File: src/rtl/cc_alu_pkg.sv
package cc_alu_pkg;
   typedef enum logic [2:0] {
      OP_ADD = 3'd0,
      OP_SUB = 3'd1,
      OP_CMP = 3'd2,
      OP_AND = 3'd3,
      OP_OR  = 3'd4,
      OP_XOR = 3'd5,
      OP_NOT = 3'd6,
      OP_MOV = 3'd7
   } alu_op_e;

   typedef struct packed {
      logic s;
      logic z;
      logic o;
      logic c;
   } cc_flags_t;

   localparam int unsigned CC_BITS = 4;
endpackage

File: src/rtl/cc_alu_arith.sv
module cc_alu_arith #(
   parameter int unsigned WIDTH        = 32,
   parameter bit          SHARED_ADDER = 1'b1
) (
   input  logic [WIDTH-1:0] x,
   input  logic [WIDTH-1:0] y,
   input  logic             do_sub,
   output logic [WIDTH-1:0] sum,
   output logic             cy_flag,
   output logic             ov_flag
);
   localparam int unsigned MSB = WIDTH - 1;

   logic [WIDTH:0] ext;

   generate
      if (SHARED_ADDER) begin : g_shared
         logic [WIDTH-1:0] y_x;
         assign y_x = y ^ {WIDTH{do_sub}};
         assign ext = {1'b0, x} + {1'b0, y_x} + {{WIDTH{1'b0}}, do_sub};
         assign cy_flag = ext[WIDTH] ^ do_sub;
      end else begin : g_split
         logic [WIDTH:0] add_ext;
         logic [WIDTH:0] sub_ext;
         assign add_ext = {1'b0, x} + {1'b0, y};
         assign sub_ext = {1'b0, x} - {1'b0, y};
         assign ext     = do_sub ? sub_ext : add_ext;
         assign cy_flag = ext[WIDTH];
      end
   endgenerate

   assign sum = ext[WIDTH-1:0];

   always_comb begin
      if (do_sub)
         ov_flag = (x[MSB] != y[MSB]) && (sum[MSB] != x[MSB]);
      else
         ov_flag = (x[MSB] == y[MSB]) && (sum[MSB] != x[MSB]);
   end
endmodule

File: src/rtl/cc_alu_logic.sv
module cc_alu_logic
   import cc_alu_pkg::*;
#(
   parameter int unsigned WIDTH = 32
) (
   input  logic [WIDTH-1:0] x,
   input  logic [WIDTH-1:0] y,
   input  alu_op_e          op,
   output logic [WIDTH-1:0] res
);
   always_comb begin
      unique case (op)
         OP_AND:  res = x & y;
         OP_OR:   res = x | y;
         OP_XOR:  res = x ^ y;
         OP_NOT:  res = ~x;
         default: res = '0;
      endcase
   end
endmodule

File: src/rtl/cc_alu_flagreg.sv
module cc_alu_flagreg
   import cc_alu_pkg::*;
(
   input  logic      clk,
   input  logic      rst_n,
   input  logic      wr_en,
   input  cc_flags_t d,
   output cc_flags_t q
);
   always_ff @(posedge clk) begin
      if (!rst_n)
         q <= '0;
      else if (wr_en)
         q <= d;
   end
endmodule

File: src/rtl/cc_alu.sv
module cc_alu
   import cc_alu_pkg::*;
#(
   parameter int unsigned WIDTH        = 32,
   parameter bit          SHARED_ADDER = 1'b1
) (
   input  logic             clk,
   input  logic             rst_n,
   input  logic             op_valid,
   input  logic [2:0]       op_sel,
   input  logic             set_cc,
   input  logic [WIDTH-1:0] a,
   input  logic [WIDTH-1:0] b,
   output logic [WIDTH-1:0] result,
   output logic             result_we,
   output logic [3:0]       flags
);
   localparam int unsigned MSB = WIDTH - 1;

   generate
      if (WIDTH < 2) begin : g_bad_width
         $error("cc_alu: WIDTH must be at least 2");
      end
   endgenerate

   alu_op_e          op;
   logic             is_arith;
   logic             is_sub;
   logic [WIDTH-1:0] arith_b;
   logic [WIDTH-1:0] arith_sum;
   logic             arith_cy;
   logic             arith_ov;
   logic [WIDTH-1:0] logic_res;
   cc_flags_t        next_cc;
   cc_flags_t        cur_cc;

   assign op       = alu_op_e'(op_sel);
   assign is_sub   = (op == OP_SUB) || (op == OP_CMP);
   assign is_arith = (op == OP_ADD) || is_sub || (op == OP_MOV);
   assign arith_b  = (op == OP_MOV) ? '0 : b;

   cc_alu_arith #(
      .WIDTH        (WIDTH),
      .SHARED_ADDER (SHARED_ADDER)
   ) u_arith (
      .x       (a),
      .y       (arith_b),
      .do_sub  (is_sub),
      .sum     (arith_sum),
      .cy_flag (arith_cy),
      .ov_flag (arith_ov)
   );

   cc_alu_logic #(
      .WIDTH (WIDTH)
   ) u_logic (
      .x   (a),
      .y   (b),
      .op  (op),
      .res (logic_res)
   );

   assign result    = is_arith ? arith_sum : logic_res;
   assign result_we = op_valid && (op != OP_CMP);

   always_comb begin
      next_cc.s = result[MSB];
      next_cc.z = (result == '0);
      next_cc.o = is_arith ? arith_ov : 1'b0;
      next_cc.c = is_arith ? arith_cy : 1'b0;
   end

   cc_alu_flagreg u_flags (
      .clk   (clk),
      .rst_n (rst_n),
      .wr_en (op_valid && set_cc),
      .d     (next_cc),
      .q     (cur_cc)
   );

   assign flags = cur_cc;
endmodule

File: config.mk
export PLATFORM = sky130hd
export DESIGN_NAME = cc_alu
export DESIGN_NICKNAME = d
export VERILOG_FILES = /design/src/rtl/cc_alu_pkg.sv /design/src/rtl/cc_alu_arith.sv /design/src/rtl/cc_alu_logic.sv /design/src/rtl/cc_alu_flagreg.sv /design/src/rtl/cc_alu.sv
export SDC_FILE = /design/constraint.sdc
export NUM_CORES = 1
export LEC_CHECK = 0
export BUFFER_PORTS_ARGS = -buffer_cell sky130_fd_sc_hd__buf_2
export CAP_MARGIN = 20
export CORE_MARGIN = 5
export CORE_UTILIZATION = 30
export CTS_CLUSTER_SIZE = 8
export DETAILED_ROUTE_END_ITERATION = 6
export HOLD_SLACK_MARGIN = 0.06
export PLACE_DENSITY = 0.61
export SYNTH_ARGS = -nofsm -noshare
export SYNTH_HDL_FRONTEND = slang
export SYNTH_HIERARCHICAL = 1
export SYNTH_SLANG_ARGS = --single-unit
File: constraint.sdc
create_clock -name clk -period 4.7 [get_ports clk]
set_input_delay 0.235 -clock clk [delete_from_list [all_inputs] [get_ports clk]]
set_output_delay 0.235 -clock clk [all_outputs]
set_load 0.005 [all_outputs]
* Word level (Yosys, flattened, before mapping)
Cells that the tools add are included.
Word-level totals: memories kept 0, flip-flop bits (word level) 4, bits of input ports 71, bits in latches 0, memory bits (writable) 0, bits in read-only memories 0, logic and storage cells 38, output and inout bits 37
Cells by class: $mul 0, mux-type cells 6, magnitude comparators 0, divide/modulo/power cells 0, shift operators 0, reductions and logical operators 9, add/sub/neg operators 2, eq/ne operators 11, bitwise logic cells 6
Operator list (number):
- case mux 32 bit (4 select lines) | 1
- 2-to-1 mux 32 bit | 2
- bitwise XOR 32 bit | 2
- adder 32 x 32 -> 33 bit | 1
- adder 33 x 1 -> 33 bit | 1
- bitwise AND 32 bit | 1
- zero test 32 bit | 1
- NOT 32 bit | 1
- OR 32 bit | 1
- equality test 3 bit (second input constant) | 4
- equality test 3 x 2 -> 1 bit (second input constant) | 2
- logical AND 1 bit | 4
- equality test 3 x 1 -> 1 bit (second input constant) | 1
- zero test 3 bit | 1
- logical OR 1 bit | 3
- 2-to-1 mux 1 bit | 3
- inequality test 3 x 2 -> 1 bit (second input constant) | 1
- inequality test 1 bit | 2
- equality test 1 bit | 1
- bitwise XOR 1 bit | 1

* Longest topological paths before layout
Gate-level depths: netlist of run 1.
depth after elaboration 9, gate-level depth with buffers 20, mapped depth without buffers 18

* Cells and area by module
The synthesis of run 1 kept the hierarchy.
By module, submodules not included:
- cc_alu_logic | instances 1, area an instance 2147.1 µm², cells an instance 295, seq. area each 0.0 µm²
- cc_alu_arith | instances 1, area an instance 2100.8 µm², cells an instance 297, seq. area each 0.0 µm²
- cc_alu | instances 1, area an instance 842.1 µm², cells an instance 104, seq. area each 0.0 µm²
- cc_alu_flagreg | instances 1, area an instance 156.4 µm², cells an instance 13, seq. area each 80.1 µm²

* Least setup slack after synthesis of run 1
No wires, ideal clock.
kind in2reg, from input op_sel[1], to register u_flags/q[2] in the netlist's numbering, path buffers 2, arrival 3.583 ns, slack 1.052 ns, stages on the path 19, required time 4.635 ns, setup time 0.065 ns, cell sequence xnor2_1 -> nor2_1 -> buf_2 -> buf_1 -> xor2_1 -> ha_1 -> a21oi_4 -> nand2_2 -> a221o_1 -> a311o_2 -> a21boi_2 -> o21ai_1 -> xor2_1 -> nor4_1 -> nand4_1 -> nor2_1 -> a21o_1 -> mux2i_1 -> nor2b_1
RTL lines:
- from (decl) | line cc_alu.sv:10 | input logic [2:0] op_sel,
- to (signal assigned) | line cc_alu_flagreg.sv:12 | q <= '0;
- to (signal assigned) | line cc_alu_flagreg.sv:14 | q <= d;
- to (decl) | line cc_alu_flagreg.sv:8 | output cc_flags_t q

==> metrics.txt, run 1 <==
outcome completed; Main synth FF type dfxtp_1; initial antenna violation count 0; Reg area roughly 80 sq um; Reg power frac 3.1%; Min Hold Slack ~0.27 ns; Worst IR Drop VDD roughly 0.14 mV; Leakage ~0.003 uW; largest family of logic cells by synthesized area adder cells; post-synthesis simple-gate area fraction around a fifth; Antenna diodes 0; Biggest register u_flags/q; synth top area cells ha_1, xor2_1, inv_1, mux2_2, nor2b_1; post-synthesis cell area 5250 sq um; Net Sw Power slightly above 600 uW; clock buffer count from CTS 3; HPWL after DPL 12900 um; CTS-repair resized insts 0; area fraction of the dominant cell type after synthesis 22.7%; hold bufs inserted after CTS 0; yosys warns 6; Avg Inst Size Synth 7.40 sq um; Starting Density 30.4%; share of cells above drive strength 1 21.7%; complex-gate fraction of the synthesized area 21.6%; Max Cap Viol 0; Yosys top cell by area ha_1; num rows 48; clk buf depth 2; syn nets 876; core region area 17200 sq um; drc violations 0; Die Span Y 142 um; Min Clock Period, post-route 3.83 ns; clk root buf clkbuf_16; RSZ-0062 raised after global routing no; width of the chip 142 um; Synth cell types between 60 and 70; final setup vio count 0; clock slew at reported path FFs 0.03 ns; Combinational Power Share between 80 and 90%; global route overflow 0; critical path class in -> reg; H-tree Lvls 1; DR vias/cell 5.00; Crit path required time 4.86 ns; fmax 0.261 GHz; WL/cell 15.3 um; Multi-input gate area around 4600 sq um; highest-count cells in the layout ignoring fill and taps buf_2, ha_1, inv_1, xor2_1, nor2_1; CTS Sinks 4; crit share post-route between 80 and 90%; area of the die 20200 sq um; port buffer count 107; crit path capture type flop; Tightest Pin Transition 0.760 ns; CP max FO 10; Worst Path Arrival between 3 and 4 ns; Clock Power Share 10.8%; Cells after Synth 709; Top Registers u_flags/q (4); Post-synth EDFFs 0; largest net degree at the start of global routing 41; fillers 1875; nets@finish 963; All-Layer GR Usage 15.0%; max reg flops 4; Final Wtd Congestion 0.881; skew final 0 ns; vias in the first global route 4959; xor/xnor cell area share of the yosys netlist 10.7%; CTS tree done; PwrDens roughly 200 nW/um^2; first-pass GRT wire length ~26000 um; Routed Wire Length ~16000 um; Hold WC Path Type in -> reg; postcts setup bufs 0; Synth Area in Adders 23.0%; Final Slew Violations 0; register area share after synthesis 1.53%; relative slew slack 49.3%; vias post-DR 5098; internal power 595 uW; mux share of post-synthesis cell area 10.6%; first-iteration detailed-routing DRC count about 300; I/O pin cnt 108; most common cell after layout, fill and taps aside buf_2; Area Overhead vs Synth 14.2%; worst skew pair latency 0.22 ns; setup total negative slack 0 ns; first drt pass iteration count 5; crit start category input pin; Fin. Hold Viols 0; flops & latches, synth 4; switching share of power 50.4%; Async S/R FF share, synth 0%; antenna viol nets, final 0
==> critical path, cell delays in order <==
cell and delay [ns]:
buf_2 0.13, xnor2_1 0.26, nor2_4 0.05, buf_4 0.19, xor2_1 0.21, inv_1 0.09, fa_1 0.43, nor2b_1 0.17
o21bai_1 0.11, a31oi_2 0.25, buf_4 0.16, o21ai_0 0.11, a21boi_0 0.31, mux2i_1 0.23, nand2_1 0.09, nor4_1 0.29
nand4_1 0.23, nor2_1 0.15, a21o_1 0.13, mux2i_1 0.06, nor2b_1 0.10
==> cell families after synthesis <==
group,count (synthesis)
buffers and inverters,128
DFF,4
and+or+nand+nor,210
xor gates and xnor gates,62
AOI/OAI and AO/OA,158
muxes,51
adders and majority gates,96
==> through the flow <==
step                      area (sq um)  utilization, %  power [uW]  setup slack, ns  instances
after floorplan                   5250               -         761             1.05        709
after global placement            5920            34.3        1070            0.747       1016
after detailed placement          5920            34.3        1070            0.678       1016
after CTS                         5990            34.8        1200            0.878       1019
after global routing              5990            34.8        1320            0.555       1019
final                             5990            34.8        1200            0.874       1019
==> worst paths after layout <==
check	startpoint	endpoint	slack, ns	cells after the start
setup reg to reg	u_flags/q[3]	u_flags/q[3]	4.08	2
hold reg to reg	u_flags/q[1]	u_flags/q[1]	0.52	2
hold / removal	rst_n	u_flags/q[1]	0.27	2
setup / recovery	op_sel[0]	u_flags/q[2]	0.87	21
==> synth_stat cells, types with 17 or more instances <==
cell type / instances
inv_1: 88
mux2i_1: 17
and2_1: 37
mux2_2: 27
nor2_1: 41
ha_1: 95
nand2_1: 38
nor2b_1: 38
a21oi_1: 28
a22o_1: 17
o21ai_0: 18
xor2_1: 47
a22oi_1: 17
==> area by class of cell <==
type | count | share of cell area (%)
Clock buffer | 3 | 1.25
Multi-Input combinational cell | 577 | 76.4
Timing Repair Buffer | 122 | 10.8
Tap cell | 225 | 4.70
Sequential cell | 4 | 1.34
Inverter | 88 | 5.51
==> power groups by stage <==
stage               registers [uW]  logic, uW  clock network [uW]
floorplan                     37.2        724                   0
global placement              36.9       1030                   0
detailed placement            37.0       1030                   0
CTS                           36.7       1040                 131
global route                  36.9       1150                 135
finish                        36.7       1030                 130
==> per-layer routing <==
layer | track usage, % | vias up | share of wire, %
met5 | 0 | - | 0
met4 | 0.657 | 0 | 0.13
met3 | 1.58 | 2 | 5.6
met2 | 25.2 | 132 | 45
met1 | 21.8 | 2317 | 50
li1 | - | 2647 | -
(Power assumes the default switching activity.)
==> run 2, diff against run 1 <==
- ABC_AREA: default -> 1
- PLACE_DENSITY: 0.61 -> 0.6
- clock period: 4.7 -> 3.8 ns (I/O delays scaled with it)
==> run 2 against run 1 <==
Against the previous run:
- wire length grew 27%
- combinational power up 23%
- synthesized cell count rose by 58%
==> metrics.txt, run 2 <==
initial antenna violation count 0 (unchanged); PwrDens 215 nW/um^2 (was 200 nW/um^2); Post-synth EDFFs 0 (unchanged); crit share post-route 84.9%; Synth cell types 38 (was 66); critical path class in -> reg (unchanged); DR vias/cell 4.64 (was 5.00); count leader, synth nand2_1 (was ha_1); Leakage 0.00434 uW (was 0.00305 uW); complex-gate fraction of the synthesized area 8.16% (was 21.6%); drc violations 0 (unchanged); flops & latches, synth 4 (unchanged); outcome completed (unchanged); vias post-DR 6792 (was 5098); largest net degree at the start of global routing 68 (was 41); I/O pin cnt 108 (unchanged); Worst Path Arrival 3.39 ns (was 3.98 ns); port buffer count 107 (unchanged); Post-synth top cells nand2_1, inv_1, ha_1, nand3_1, nor2_1 (was ha_1, inv_1, xor2_1, nor2_1); fmax between 0.3 and 0.4 GHz; skew final 0 ns (unchanged); Tightest Pin Transition 0.767 ns (was 0.760 ns); post-synthesis simple-gate area fraction 42.2% (was 21.2%); clock buffer count from CTS 3 (unchanged); share of cells above drive strength 1 13.2% (was 21.7%); clk root buf clkbuf_16 (unchanged); RSZ-0062 raised after global routing no (unchanged); CTS tree done (unchanged); Min Clock Period, post-route roughly 3.2 ns; area fraction of the dominant cell type after synthesis 21.6% (was 22.7%); Area Overhead vs Synth 13.7% (was 14.2%); HPWL after DPL 15900 um (was 12900 um); Antenna diodes 0 (unchanged); Biggest register u_flags/q (unchanged); reg2reg setup slack 3.24 ns (was 4.08 ns); max reg flops 4 (unchanged); Crit path required time 3.96 ns (was 4.86 ns); vias in the first global route 6649 (was 4959); final setup vio count 0 (unchanged); register area share after synthesis 1.33% (was 1.53%); CP max FO 31 (was 10); first-pass GRT wire length 32400 um (was 25600 um); Starting Density 30.8% (was 30.4%); Cells after Synth 1123 (was 709); Worst IR Drop VDD 0.106 mV (was 0.141 mV); highest-count cells in the layout ignoring fill and taps nand2_1, inv_1, buf_2, ha_1, nand3_1 (was buf_2, ha_1, inv_1, xor2_1, nor2_1); clock slew at reported path FFs 0.03 ns (about the same); first drt pass iteration count 5 (unchanged); width of the chip 152 um (was 142 um); Async S/R FF share, synth 0% (unchanged); Design Power 1470 uW (was 1200 uW); crit start category input pin (unchanged); area of the die 23000 sq um (was 20200 sq um); antenna viol nets, final 0 (unchanged); core region area 19600 sq um (was 17200 sq um); Hold WC Path Type in -> reg (unchanged); setup ws final 0.574 ns (was 0.874 ns); Synth Area in Adders 20.1% (was 23.0%); All-Layer GR Usage 17.0% (was 15.0%); syn nets 1290 (was 876); global route overflow 0 (unchanged); largest family of logic cells by synthesized area simple AND/OR/NAND/NOR gates (was adder cells); post-synthesis cell area 6030 sq um (was 5250 sq um); yosys warns 6 (unchanged); first-iteration detailed-routing DRC count 275 (was 301); Final Slew Violations 0 (unchanged); Final Wtd Congestion 0.929 (was 0.881); fillers 2277 (was 1875); mux share of post-synthesis cell area 0% (was 10.6%); CTS-repair resized insts 0 (unchanged); crit path capture type flop (unchanged); hold bufs inserted after CTS 0 (unchanged); H-tree Lvls 1 (unchanged); nets@finish 1369 (was 963); synth top area cells nand2_1, ha_1, inv_1, xor2_1, nand3_1 (was ha_1, xor2_1, inv_1, mux2_2, nor2b_1); postcts setup bufs 0 (unchanged); num rows 51 (was 48); relative slew slack 48.9% (was 49.3%); Fin. Hold Viols 0 (unchanged); setup total negative slack 0 ns (unchanged); clk buf depth 2 (unchanged); xor/xnor cell area share of the yosys netlist 8.28% (was 10.7%); most common cell after layout, fill and taps aside nand2_1 (was buf_2); Die Span Y 152 um (was 142 um); CTS Sinks 4 (unchanged); Yosys top cell by area nand2_1 (was ha_1); Routed Wire Length 19800 um (was 15600 um); Avg Inst Size Synth 5.37 sq um (was 7.40 sq um); Setup WS pre-CTS 0.378 ns (was 0.678 ns); worst skew pair latency 0.22 ns (about the same); Min Hold Slack 0.220 ns (was 0.270 ns); Main synth FF type dfxtp_1 (unchanged); Top Registers u_flags/q (4) (unchanged); WL/cell 13.5 um (was 15.3 um); utilization after layout 35.0% (was 34.8%); Max Cap Viol 0 (unchanged)
[run 2: cell types whose count changed after synthesis, sizes merged, moves of 36 or more]
| cell | before | now |
|---|---|---|
| nand3 | 9 | 84 |
| and2 | 37 | 1 |
| inv | 88 | 253 |
| nor2b | 38 | 0 |
| nand4 | 10 | 66 |
| nand2 | 39 | 353 |
[run 2: stage by stage]
| stage | cells | instance area, sq um |
|---|---|---|
| 6_report | 1465 | 6850 |
| 5_1_grt | 1465 | 6850 |
| 4_1_cts | 1465 | 6850 |
| 3_5_place_dp | 1462 | 6780 |
| 3_3_place_gp | 1462 | 6780 |
| 2_1_floorplan | 1123 | 6030 |
[run 2: logic make-up (layout without fill, tap and decap cells)]
logic type	Yosys count	after routing
AOI/OAI and AO/OA	78	78
xor gates and xnor gates	57	57
adders and majority gates	96	96
buffers and inverters	300	377
DFF	4	4
and+or+nand+nor	588	588
[run 2: cell type report]
cell class              instances  area (sq um)  area share [%]
multi-input cells             819          4760            69.5
flip-flops and latches          4          80.1            1.17
repair buffers                121           653            9.53
well taps                     265           332            4.84
inverters                     253           950            13.9
clock buffers                   3          75.1            1.10
[run 2: worst paths after layout]
| path | cells after the start | endpoint | from |
|---|---|---|---|
| max reg2reg | 2 | u_flags/q[2] | u_flags/q[2] |
| max | 24 | u_flags/q[2] | op_sel[1] |
| min | 3 | u_flags/q[3] | rst_n |
| min reg2reg | 2 | u_flags/q[0] | u_flags/q[0] |
[run 2: per-layer routing]
layer	vias to the layer above	track usage (%)	part of all wire, %
met2	139	31.0	48
met1	3037	22.5	47
met5	-	0	0
met3	10	1.49	4.3
met4	0	1.39	0.70
li1	3606	-	-
[run 2: where the power goes]
part           switching, uW  internal [uW]
Sequential              1.27           45.2
Combinational            807            458
Clock                   28.6            134
Total                    837            637
[run 2: critical path, cell delays in order]
cell and delay [ns]:
buf_2 0.17, nand3_2 0.24, buf_12 0.25, nand2_1 0.06
inv_1 0.04, xor2_1 0.14, ha_1 0.35, a21oi_1 0.21
o21ai_0 0.13, a21oi_2 0.25, o21bai_4 0.12, a21oi_2 0.20
xor2_1 0.09, nand2_1 0.08, nand2_1 0.11, nor2_1 0.17
nand2_1 0.07, nor2_1 0.12, nand2_1 0.06, nor2_1 0.09
inv_1 0.05, nand2_1 0.05, nand2_1 0.05, nor2_1 0.08
==> run 3, diff against run 2 <==
- PLACE_DENSITY: 0.6 -> 0.62
- clock period: 3.8 -> 2.92 ns (I/O delays scaled with it)
==> run 3 against run 2 <==
Against the previous run:
- the flow now finishes with violations (setup timing)
- critical path type unchanged
- worst hold slack worse by 0.040 ns
- utilization is 8.6 points higher
- sequential power up 30%
- global-route usage is 0.90 points higher
- die area unchanged
- clock skew did not move
- cell area grew 25%
- clock-buffer cell count unchanged
- wire length is 10% higher
- non-clock buffer count rose by 143
==> metrics.txt, run 3 (synthesis gave the netlist of run 2 again) <==
outcome finished with violations (was completed); failing checks setup timing; crit start category input pin (unchanged); nets@finish 1512 (was 1369); Max Cap Viol 0 (unchanged); DR vias/cell 4.64 (about the same); crit share post-route 101%; setup ws final -0.0320 ns (was 0.574 ns); initial antenna violation count 0 (unchanged); Tightest Pin Transition 0.775 ns (was 0.767 ns); RSZ-0062 raised after global routing yes (was no); first-iteration detailed-routing DRC count 386 (was 275); max reg flops 4 (unchanged); first drt pass iteration count 7 (was 5); CP max FO 6 (was 31); slowest CP cell fa_2 (was ha_1); Worst IR Drop VDD 0.155 mV (was 0.106 mV); Hold Crit Start rst_n (unchanged); H-tree Lvls 1 (unchanged); cell repeated most along the worst path nand2_1 (unchanged); Final Slew Violations 0 (unchanged); WL/cell 13.6 um (was 13.5 um); Worst Path Buf+Inv 7 (was 4); Min Clock Period, post-route slightly below 3 ns; HPWL after DPL 16900 um (was 15900 um); clk buf depth 2 (unchanged); origin of the worst setup path op_sel[1] (unchanged); CTS tree done (unchanged); fmax 0.339 GHz; largest net degree at the start of global routing 68 (unchanged); Biggest register u_flags/q (unchanged); delay-heaviest family, CP simple AND/OR/NAND/NOR gates (unchanged); global route overflow 0 (unchanged); clock buffer count from CTS 3 (unchanged); clock slew at reported path FFs 0.03 ns (about the same); Crit path required time 3.09 ns (was 3.96 ns); Min Hold Slack 0.180 ns (was 0.220 ns); I/O pin cnt 108 (unchanged); Worst R2R Start u_flags/q[2] (unchanged); Die Span Y 152 um (unchanged); Worst Path Arrival 3.12 ns (was 3.39 ns); area of the die 23000 sq um (unchanged); Starting Density 30.8% (unchanged); port buffer count 107 (unchanged); placed cell area 7620 sq um (was 6780 sq um); core region area 19600 sq um (unchanged); CTS Sinks 4 (unchanged); clk root buf clkbuf_16 (unchanged); Antenna diodes 0 (unchanged); most common cell after layout, fill and taps aside nand2_1 (unchanged); PwrDens 310 nW/um^2 (was 215 nW/um^2); width of the chip 152 um (unchanged); Leakage 0.00515 uW (was 0.00434 uW); share of cells above drive strength 1 30.0% (was 13.2%); utilization after layout 43.5% (was 35.0%); All-Layer GR Usage 17.9% (was 17.0%); Top Registers u_flags/q (4) (unchanged); non-filler cells, final 1608 (was 1465); num rows 51 (unchanged); Final Wtd Congestion 0.942 (was 0.929); vias post-DR 7464 (was 6792); highest-count cells in the layout ignoring fill and taps nand2_1, inv_1, buf_4, buf_2, ha_1 (was nand2_1, inv_1, buf_2, ha_1, nand3_1); worst skew pair latency 0.23 ns (was 0.22 ns); drc violations 0 (unchanged); critical path class in -> reg (unchanged); Routed Wire Length 21800 um (was 19800 um); Fin. Hold Viols 0 (unchanged); relative slew slack 48.3% (was 48.9%); fillers 2128 (was 2277); first-pass GRT wire length 33800 um (was 32400 um); skew final 0 ns (unchanged); antenna viol nets, final 0 (unchanged); setup total negative slack -0.0320 ns (was 0 ns); final setup vio count 1 (was 0); design area 8530 sq um (was 6850 sq um); Hold WC Path Type in -> reg (unchanged); Cells after DPL 1570 (was 1462); crit path capture type flop (unchanged); vias in the first global route 6926 (was 6649); Area Overhead vs Synth 41.5% (was 13.7%); CP peak stage delay 0.41 ns (was 0.35 ns)
-- run 3: cell count changes in the layout (fill, tap and decap cells not counted), moves of 21 or more --
cell | before | now
a21oi_2 | 4 | 25
nand2_1 | 346 | 313
nor2_1 | 70 | 48
a21oi_1 | 38 | 16
buf_4 | 13 | 143
nand2_2 | 5 | 36
-- run 3: what timing repair did --
action                     4_1_cts  5_1_grt
hold buffers                     0        0
buffers inserted                10       26
cloned                           1        1
pin swaps                       25       57
setup endpoints to repair        8       18
gates resized for setup         48      101
-- run 3: power breakdown --
| group | switching [uW] | total (uW) | internal (uW) |
|---|---|---|---|
| sequential | 1.66 | 60.4 | 58.8 |
| combinational | 1280 | 2370 | 1090 |
| clock | 44.0 | 219 | 175 |
-- run 3: metrics by stage --
step                total power [uW]  setup WS, ns
floorplan                       1210       0.00450
global placement                2080        -0.425
detailed placement              2080        -0.398
CTS                             2410      -0.00784
global route                    2900        -0.244
finish                          2650       -0.0320
-- run 3: cell type report --
cell class | count | area, sq um | share of cell area (%)
Multi-Input combinational cell | 819 | 5190 | 60.8
Timing Repair Buffer | 264 | 1900 | 22.3
Inverter | 253 | 957 | 11.2
Tap cell | 265 | 332 | 3.89
Sequential cell | 4 | 80.1 | 0.939
Clock buffer | 3 | 75.1 | 0.880
-- run 3: per-layer routing --
layer / wire, um / global-route usage (%) / vias to the layer above
met3: 965 / 1.07 / 25
met4: 348 / 3.82 / 0
met2: 10700 / 32.2 / 159
met5: 0 / 0 / -
met1: 9820 / 23.5 / 3381
li1: - / - / 3899
-- run 3: worst paths after layout --
path	end	slack, ns	cells after the start
max	u_flags/q[2]	-0.03	27
max reg2reg	u_flags/q[2]	2.36	2
min	u_flags/q[3]	0.18	3
min reg2reg	u_flags/q[1]	0.46	2
-- run 3: worst register-to-register path, stage by stage (launching register included) --
cell and delay (ns):
dfxtp_1 0.31, nor2_1 0.10, nor2_1 0.05
